==> config.mk <==
export PLATFORM = sky130hd
export DESIGN_NAME = tmr_chan
export DESIGN_NICKNAME = d
export VERILOG_FILES = /design/src/rtl/tmr_chan_pkg.sv /design/src/rtl/tmr_prescaler.sv /design/src/rtl/tmr_counter.sv /design/src/rtl/tmr_ctrl.sv /design/src/rtl/tmr_chan.sv
export SDC_FILE = /design/constraint.sdc
export NUM_CORES = 1
export LEC_CHECK = 0
export ABC_AREA = 1
export BUFFER_PORTS_ARGS = -buffer_cell sky130_fd_sc_hd__buf_2
export CAP_MARGIN = 10
export CORE_AREA = 3 3 157 159
export CTS_BUF_LIST = sky130_fd_sc_hd__clkbuf_8
export CTS_CLUSTER_DIAMETER = 120
export CTS_CLUSTER_SIZE = 12
export DETAILED_ROUTE_END_ITERATION = 8
export DIE_AREA = 0 0 160 162
export REMOVE_ABC_BUFFERS = 1
export SETUP_SLACK_MARGIN = 0.15
export SLEW_MARGIN = 25
export SYNTH_ARGS = -nofsm -noshare
export SYNTH_HDL_FRONTEND = slang
export SYNTH_HIERARCHICAL = 1
export SYNTH_SLANG_ARGS = --single-unit
export TNS_END_PERCENT = 1
==> constraint.sdc <==
create_clock -name clk_i -period 2.32 [get_ports clk_i]
set_input_delay 0.58 -clock clk_i [delete_from_list [all_inputs] [get_ports clk_i]]
set_output_delay 0.58 -clock clk_i [all_outputs]
set_load 0.05 [all_outputs]
==> src/rtl/tmr_chan_pkg.sv <==
package tmr_chan_pkg;
  localparam int unsigned ADDR_W   = 2;
  localparam int unsigned CODE_W   = 3;
  localparam int unsigned CFG_W    = 8;
  localparam int unsigned FLAG_BIT = 8;

  typedef enum logic [ADDR_W-1:0] {
    REG_RELOAD = 2'd0,
    REG_COUNT  = 2'd1,
    REG_CTRL   = 2'd2,
    REG_CAPT   = 2'd3
  } reg_sel_e;

  // Field positions are fixed by the control word layout.
  typedef struct packed {
    logic [1:0]        cap_cfg;  // [7:6]
    logic              uie;      // [5]
    logic [1:0]        edge_sel; // [4:3]
    logic [CODE_W-1:0] psc;      // [2:0]
  } ctrl_t;

  localparam logic [CODE_W-1:0] EXT_CODE_LO = 3'd6;
endpackage

==> src/rtl/tmr_prescaler.sv <==
module tmr_prescaler
  import tmr_chan_pkg::*;
#(
  parameter int unsigned NCODES = 5,
  parameter int unsigned PSC_W  = 2 * NCODES
) (
  input  logic              clk_i,
  input  logic              rst_ni,
  input  logic              run_i,
  input  logic              restart_i,
  input  logic [CODE_W-1:0] code_i,
  output logic              tick_o
);
  localparam int unsigned NSLOT = 2 ** CODE_W;

  logic [NSLOT-1:0][PSC_W-1:0] term;
  logic [NSLOT-1:0]            slot_ok;
  logic [PSC_W-1:0]            pc_q;
  logic                        code_ok;

  for (genvar g = 0; g < NSLOT; g++) begin : g_term
    if (g < NCODES) begin : g_used
      assign term[g]    = PSC_W'((1 << (2 * g + 2)) - 1);
      assign slot_ok[g] = 1'b1;
    end else begin : g_unused
      assign term[g]    = '0;
      assign slot_ok[g] = 1'b0;
    end
  end

  assign code_ok = slot_ok[code_i];
  assign tick_o  = run_i && code_ok && (pc_q == term[code_i]);

  always_ff @(posedge clk_i or negedge rst_ni) begin
    if (!rst_ni)                pc_q <= '0;
    else if (restart_i)         pc_q <= '0;
    else if (tick_o)            pc_q <= '0;
    else if (run_i && code_ok)  pc_q <= pc_q + PSC_W'(1);
  end

  p_pc_bound_r3: assert property (@(posedge clk_i) disable iff (!rst_ni)
    code_ok |-> pc_q <= term[code_i]);

  p_pc_frozen_r7: assert property (@(posedge clk_i) disable iff (!rst_ni)
    (!run_i && !restart_i) |=> $stable(pc_q));
endmodule

==> src/rtl/tmr_counter.sv <==
module tmr_counter #(
  parameter int unsigned CNT_W = 32
) (
  input  logic             clk_i,
  input  logic             rst_ni,
  input  logic             tick_i,
  input  logic             wr_i,
  input  logic [CNT_W-1:0] wdata_i,
  input  logic [CNT_W-1:0] reload_i,
  output logic [CNT_W-1:0] cnt_o,
  output logic             uf_o
);
  logic [CNT_W-1:0] cnt_q;

  assign uf_o  = tick_i && !wr_i && (cnt_q == '0);
  assign cnt_o = cnt_q;

  always_ff @(posedge clk_i or negedge rst_ni) begin
    if (!rst_ni)     cnt_q <= '1;
    else if (wr_i)   cnt_q <= wdata_i;
    else if (uf_o)   cnt_q <= reload_i;
    else if (tick_i) cnt_q <= cnt_q - CNT_W'(1);
  end

  p_reload_on_zero_r4: assert property (@(posedge clk_i) disable iff (!rst_ni)
    (tick_i && !wr_i && cnt_q == '0) |=> cnt_q == $past(reload_i));

  p_decrement_r4: assert property (@(posedge clk_i) disable iff (!rst_ni)
    (tick_i && !wr_i && cnt_q != '0) |=> cnt_q == $past(cnt_q) - CNT_W'(1));

  p_wr_priority_r8: assert property (@(posedge clk_i) disable iff (!rst_ni)
    wr_i |=> cnt_q == $past(wdata_i));

  p_hold_r7: assert property (@(posedge clk_i) disable iff (!rst_ni)
    (!tick_i && !wr_i) |=> $stable(cnt_q));
endmodule

==> src/rtl/tmr_ctrl.sv <==
module tmr_ctrl
  import tmr_chan_pkg::*;
#(
  parameter bit          HAS_CAPTURE = 1'b1,
  parameter bit          HAS_EXTCLK  = 1'b0,
  parameter int unsigned NCODES      = 5,
  parameter int unsigned CTRL_W      = 16
) (
  input  logic              clk_i,
  input  logic              rst_ni,
  input  logic              wr_i,
  input  logic [CTRL_W-1:0] wdata_i,
  input  logic              uf_i,
  output ctrl_t             ctrl_o,
  output logic              flag_o
);
  ctrl_t ctrl_q, ctrl_d;
  logic  flag_q;
  logic  psc_ok;

  always_comb begin
    ctrl_d = ctrl_t'(wdata_i[CFG_W-1:0]);
    psc_ok = (32'(ctrl_d.psc) < NCODES) || (HAS_EXTCLK && ctrl_d.psc >= EXT_CODE_LO);
    if (!psc_ok)      ctrl_d.psc      = ctrl_q.psc;
    if (!HAS_EXTCLK)  ctrl_d.edge_sel = '0;
    if (!HAS_CAPTURE) ctrl_d.cap_cfg  = '0;
  end

  always_ff @(posedge clk_i or negedge rst_ni) begin
    if (!rst_ni)   ctrl_q <= '0;
    else if (wr_i) ctrl_q <= ctrl_d;
  end

  // Hardware set wins over a same-cycle software clear.
  always_ff @(posedge clk_i or negedge rst_ni) begin
    if (!rst_ni)                            flag_q <= 1'b0;
    else if (uf_i)                          flag_q <= 1'b1;
    else if (wr_i && !wdata_i[FLAG_BIT])    flag_q <= 1'b0;
  end

  assign ctrl_o = ctrl_q;
  assign flag_o = flag_q;

  p_flag_set_r4: assert property (@(posedge clk_i) disable iff (!rst_ni)
    uf_i |=> flag_q);

  p_no_sw_set_r5: assert property (@(posedge clk_i) disable iff (!rst_ni)
    (!flag_q && !uf_i) |=> !flag_q);

  p_flag_clear_r5: assert property (@(posedge clk_i) disable iff (!rst_ni)
    (wr_i && !wdata_i[FLAG_BIT] && !uf_i) |=> !flag_q);

  p_psc_legal_r10: assert property (@(posedge clk_i) disable iff (!rst_ni)
    !HAS_EXTCLK |-> 32'(ctrl_q.psc) < NCODES);
endmodule

==> src/rtl/tmr_chan.sv <==
module tmr_chan
  import tmr_chan_pkg::*;
#(
  parameter int unsigned DATA_W      = 32,
  parameter int unsigned CTRL_W      = 16,
  parameter int unsigned NCODES      = 5,
  parameter bit          HAS_CAPTURE = 1'b1,
  parameter bit          HAS_EXTCLK  = 1'b0
) (
  input  logic              clk_i,
  input  logic              rst_ni,
  input  logic              run_i,
  input  logic [ADDR_W-1:0] addr_i,
  input  logic              wr_i,
  input  logic [DATA_W-1:0] wdata_i,
  output logic [DATA_W-1:0] rdata_o,
  output logic              irq_o
);
  logic [DATA_W-1:0] reload_q, cnt, capt;
  logic              wr_reload, wr_count, wr_ctrl, wr_capt;
  logic              tick, uf, flag;
  ctrl_t             ctrl;

  assign wr_reload = wr_i && (addr_i == REG_RELOAD);
  assign wr_count  = wr_i && (addr_i == REG_COUNT);
  assign wr_ctrl   = wr_i && (addr_i == REG_CTRL);
  assign wr_capt   = wr_i && (addr_i == REG_CAPT);

  always_ff @(posedge clk_i or negedge rst_ni) begin
    if (!rst_ni)        reload_q <= '1;
    else if (wr_reload) reload_q <= wdata_i;
  end

  if (HAS_CAPTURE) begin : g_capt
    logic [DATA_W-1:0] capt_q;
    always_ff @(posedge clk_i or negedge rst_ni) begin
      if (!rst_ni)      capt_q <= '0;
      else if (wr_capt) capt_q <= wdata_i;
    end
    assign capt = capt_q;
  end else begin : g_no_capt
    assign capt = '0;
  end

  tmr_prescaler #(.NCODES(NCODES)) u_psc (
    .clk_i     (clk_i),
    .rst_ni    (rst_ni),
    .run_i     (run_i),
    .restart_i (wr_ctrl),
    .code_i    (ctrl.psc),
    .tick_o    (tick)
  );

  tmr_counter #(.CNT_W(DATA_W)) u_cnt (
    .clk_i    (clk_i),
    .rst_ni   (rst_ni),
    .tick_i   (tick),
    .wr_i     (wr_count),
    .wdata_i  (wdata_i),
    .reload_i (reload_q),
    .cnt_o    (cnt),
    .uf_o     (uf)
  );

  tmr_ctrl #(
    .HAS_CAPTURE (HAS_CAPTURE),
    .HAS_EXTCLK  (HAS_EXTCLK),
    .NCODES      (NCODES),
    .CTRL_W      (CTRL_W)
  ) u_ctrl (
    .clk_i   (clk_i),
    .rst_ni  (rst_ni),
    .wr_i    (wr_ctrl),
    .wdata_i (wdata_i[CTRL_W-1:0]),
    .uf_i    (uf),
    .ctrl_o  (ctrl),
    .flag_o  (flag)
  );

  always_comb begin
    rdata_o = '0;
    unique case (addr_i)
      REG_RELOAD: rdata_o = reload_q;
      REG_COUNT:  rdata_o = cnt;
      REG_CTRL: begin
        rdata_o[CFG_W-1:0] = ctrl;
        rdata_o[FLAG_BIT]  = flag;
      end
      REG_CAPT:   rdata_o = capt;
      default:    rdata_o = '0;
    endcase
  end

  assign irq_o = flag & ctrl.uie;

  p_rsvd_zero_r9: assert property (@(posedge clk_i) disable iff (!rst_ni)
    (addr_i == REG_CTRL) |-> rdata_o[DATA_W-1:FLAG_BIT+1] == '0);

  p_irq_needs_flag_r6: assert property (@(posedge clk_i) disable iff (!rst_ni)
    irq_o |-> (rdata_o[FLAG_BIT] || addr_i != REG_CTRL));
endmodule

==> run_results.csv <==
group,metric,value,unit
run_status,status,"completed",
synthesis,syn_inst,993,
sta,tns,0,ps
detailed_routing,via_per_inst,4.701,
detailed_routing,totalWireLength,20790,µm
floorplanning,die_w,160,µm
detailed_routing,antenna_left,0,
sta,slew_headroom,57.69,%
sta,max_freq,433.1,MHz
grt,gr-total-overflow,0,
detailed_routing,drtPass1Iterations,5,
grt,grt.total_usage,16.26,%
final_layout,layout.cells.non_filler,1418,
detailed_routing,vias,6666,
clock_tree,clk_path_buf_depth,2,
sta,slew_viol_final,0,
setup_path,rr_startpoint,"u_ctrl/ctrl_o[0]",
final_layout,syn_to_final_growth,23.28,%
sta,tightestPinTransition,634.7,ps
grt,grt_pass1_wl,33960,µm
setup_path,cp.required,2690,ps
clock_tree,cts_buffers,17,
synthesis,ys_seq_area_share,41.61,%
synthesis,syn_area,0.006988,mm²
detailed_routing,drtIter0Drc,332,
clock_tree,cts_hold_buf,0,
grt,antenna_found_initial,0,
synthesis,synth_top_area_cell,"dfstp_2",
setup_path,cp_common_cell,"nand2_2",
sta,layout_setup_ws,11.30,ps
worst_hold_path,hold_path_class,"in2async",
floorplanning,boundaryPins,71,
placement,port_buffers,70,
grt,grt_max_degree,114,
setup_path,critPathLaunch,"u_ctrl/ctrl_o[0]",
sta,rsz0062_at_grt,"yes",
job,cap_violations,0,
setup_path,crit_type,"reg2reg",
setup_path,cp-start-kind,"flip-flop",
floorplanning,dieArea,0.02592,mm²
setup_path,crit_chain,"o21ai_4 -> nand3_1 -> nand2_1 -> nand2_2 -> nor2_2 -> nand2_2 -> inv_2 -> inv_4 -> nor2_8 -> inv_4 -> nor3_4 -> nand2_4 -> buf_12 -> nand2_4 -> nand2_2 -> o21ai_2",
synthesis,ys_warn_count,6,
final_layout,antenna_cells,0,
floorplanning,core,0.02340,mm²
clock_tree,h-tree-depth,4,
clock_tree,path_clk_slew,70,ps
sta,setup_viol,0,
clock_tree,cts_num_sinks,113,
final_layout,finish.instance_area,0.008615,mm²
synthesis,synth_area_leaders,"dfstp_2 (24%), dfrtp_1 (18%), nand2_1 (18%)",
final_layout,nFillCells,2567,
setup_path,cp-end-kind,"flip-flop",
setup_path,cp_max_fo,8,
detailed_routing,wl_per_cell,14.66,µm
sta,finClkSkew,14.93,ps
placement,place_ws,-112.8,ps
final_layout,nets,1126,
power,p_per_area,851.3,mW/mm²
clock_tree,root_buffer,"clkbuf_8",
power,power.total,7.333,mW
final_layout,final-seq-area,0.002912,mm²
synthesis,synth.avg_cell_area,7.037,µm²
clock_tree,clk_latency,440,ps
setup_path,crit_family,"simple AND/OR/NAND/NOR gates",
placement,place.gp.congestion,0.9235,
synthesis,synth.distinct_cells,40,
clock_tree,cts_tree,"built",
floorplanning,die_y,162,µm
setup_path,path_buf_inv,4,
final_layout,fin_util,36.81,%
setup_path,slowest_delay,430,ps
sta,hold_viol_final,0,
grt,grt_pass1_vias,6494,
setup_path,slowest_stage,"dfrtp_2",
sta,min_period,2309,ps
floorplanning,rows,56,
detailed_routing,drc,0,
synthesis,synth_top_area_share,24.06,%
placement,dp.cells,1382,
final_layout,multiInputGateArea,0.003528,mm²
power,p_leak,4.125,nW
placement,dp_hpwl,14670,µm
sta,period_share,99.51,%
final_layout,drive_above_1_share,24.84,%
setup_path,cp.arrival,2680,ps
floorplanning,start_util,29.86,%
sta,whs,240.1,ps
placement,placed_cell_area,0.007921,mm²
power,ir_drop,0.0003021,V
synthesis,ys_ff_latch,113,
## cells by family after synthesis
logic type,count (synthesis),synth area share [%]
and+or+nand+nor,582,36.26
AOI/OAI and AO/OA,126,10.55
other,1,0.05366
xor gates and xnor gates,15,1.880
adders and majority gates,2,0.3580
buffers and inverters,154,9.293
DFF,113,41.61
## sequential cells by signal, summed over array words and instances (netlist names)
| name | count |
|---|---|
| capt | 32 |
| reload_q | 32 |
| u_cnt/cnt_o | 32 |
| u_ctrl/ctrl_o | 6 |
| u_ctrl/flag_o | 1 |
| u_psc/pc_q | 10 |
## routing by layer
layer	track usage, %	part of all wire, %	vias to the layer above	routed length [µm]
met4	4.024	1.1	0	221
met5	0	0	-	0
met3	3.239	4.3	15	889
met2	25.77	46	139	9476
li1	-	-	3361	-
met1	22.86	49	3151	10210
## cell usage after synthesis, drive strengths merged
cell type and n:
or2 4, nor2 98, a22oi 28, and2 1, dfstp 64, buf 22, ha 2, inv 114
o2111ai 1, nor3 6, nand4 18, clkbuf 17, xnor2 5, dfrtp 49, conb 1, xor2 10
nand2 340, clkinv 1, nand3b 4, o21ai 92, a21oi 4, o21bai 1, nor3b 1, nand3 110
## path summary, 6_finish.rpt
kind | to | slack, ps | depth (start not counted)
min in group clk_i | reload_q[22] | 380 | 3
max in group asynchronous | u_ctrl/ctrl_o[0] | 1610 | 2
hold / removal | u_ctrl/flag_o | 240 | 2
hold reg to reg | reload_q[21] | 480 | 2
setup / recovery | u_cnt/cnt_o[0] | 10 | 16
setup reg to reg | u_cnt/cnt_o[0] | 10 | 16
## repair_timing
item	CTS	global route
cloned	0	1
resized for setup	19	81
pin swaps	2	14
hold endpoints to repair	0	0
setup buffers	1	2
setup endpoints to repair	65	65
## cell type report
type | instances | area share (%)
multi-input combinational | 727 | 40.96
sequential | 113 | 33.80
timing repair buffer | 112 | 10.60
inverter | 115 | 5.171
tap | 319 | 4.633
clock buffer | 20 | 3.195
clock inverter | 12 | 1.641
## placed cells by master (no fill, tap or decap), types with 6 or more instances in the layout
cell / Yosys / final
xor2_1: 10 / 10
nand3_2: 2 / 6
dfstp_2: 64 / 64
buf_4: 3 / 51
buf_6: 3 / 8
buf_12: 1 / 9
inv_1: 109 / 109
a22oi_1: 28 / 28
nand2_1: 326 / 317
nor2_2: 4 / 7
clkbuf_8: 0 / 20
dfrtp_1: 49 / 46
o21ai_1: 43 / 42
buf_2: 15 / 35
nand4_1: 18 / 18
nor2_4: 4 / 7
nor2_1: 89 / 83
o21ai_0: 46 / 44
clkbuf_4: 0 / 8
nand3_1: 108 / 104
nand2_2: 11 / 19
## worst register-to-register path: cells and delay by family (launching register included)
family | cells | cell delay [ps]
simple gates | 10 | 1030
buf+inv | 4 | 360
compound gates | 2 | 420
flops | 1 | 430
## power by group
group	internal (mW)	switching (mW)
sequential	2.55	0.449
clock	1.13	0.835
combinational	0.845	1.53
total	4.52	2.81
Power figures use the tool's default switching activity.
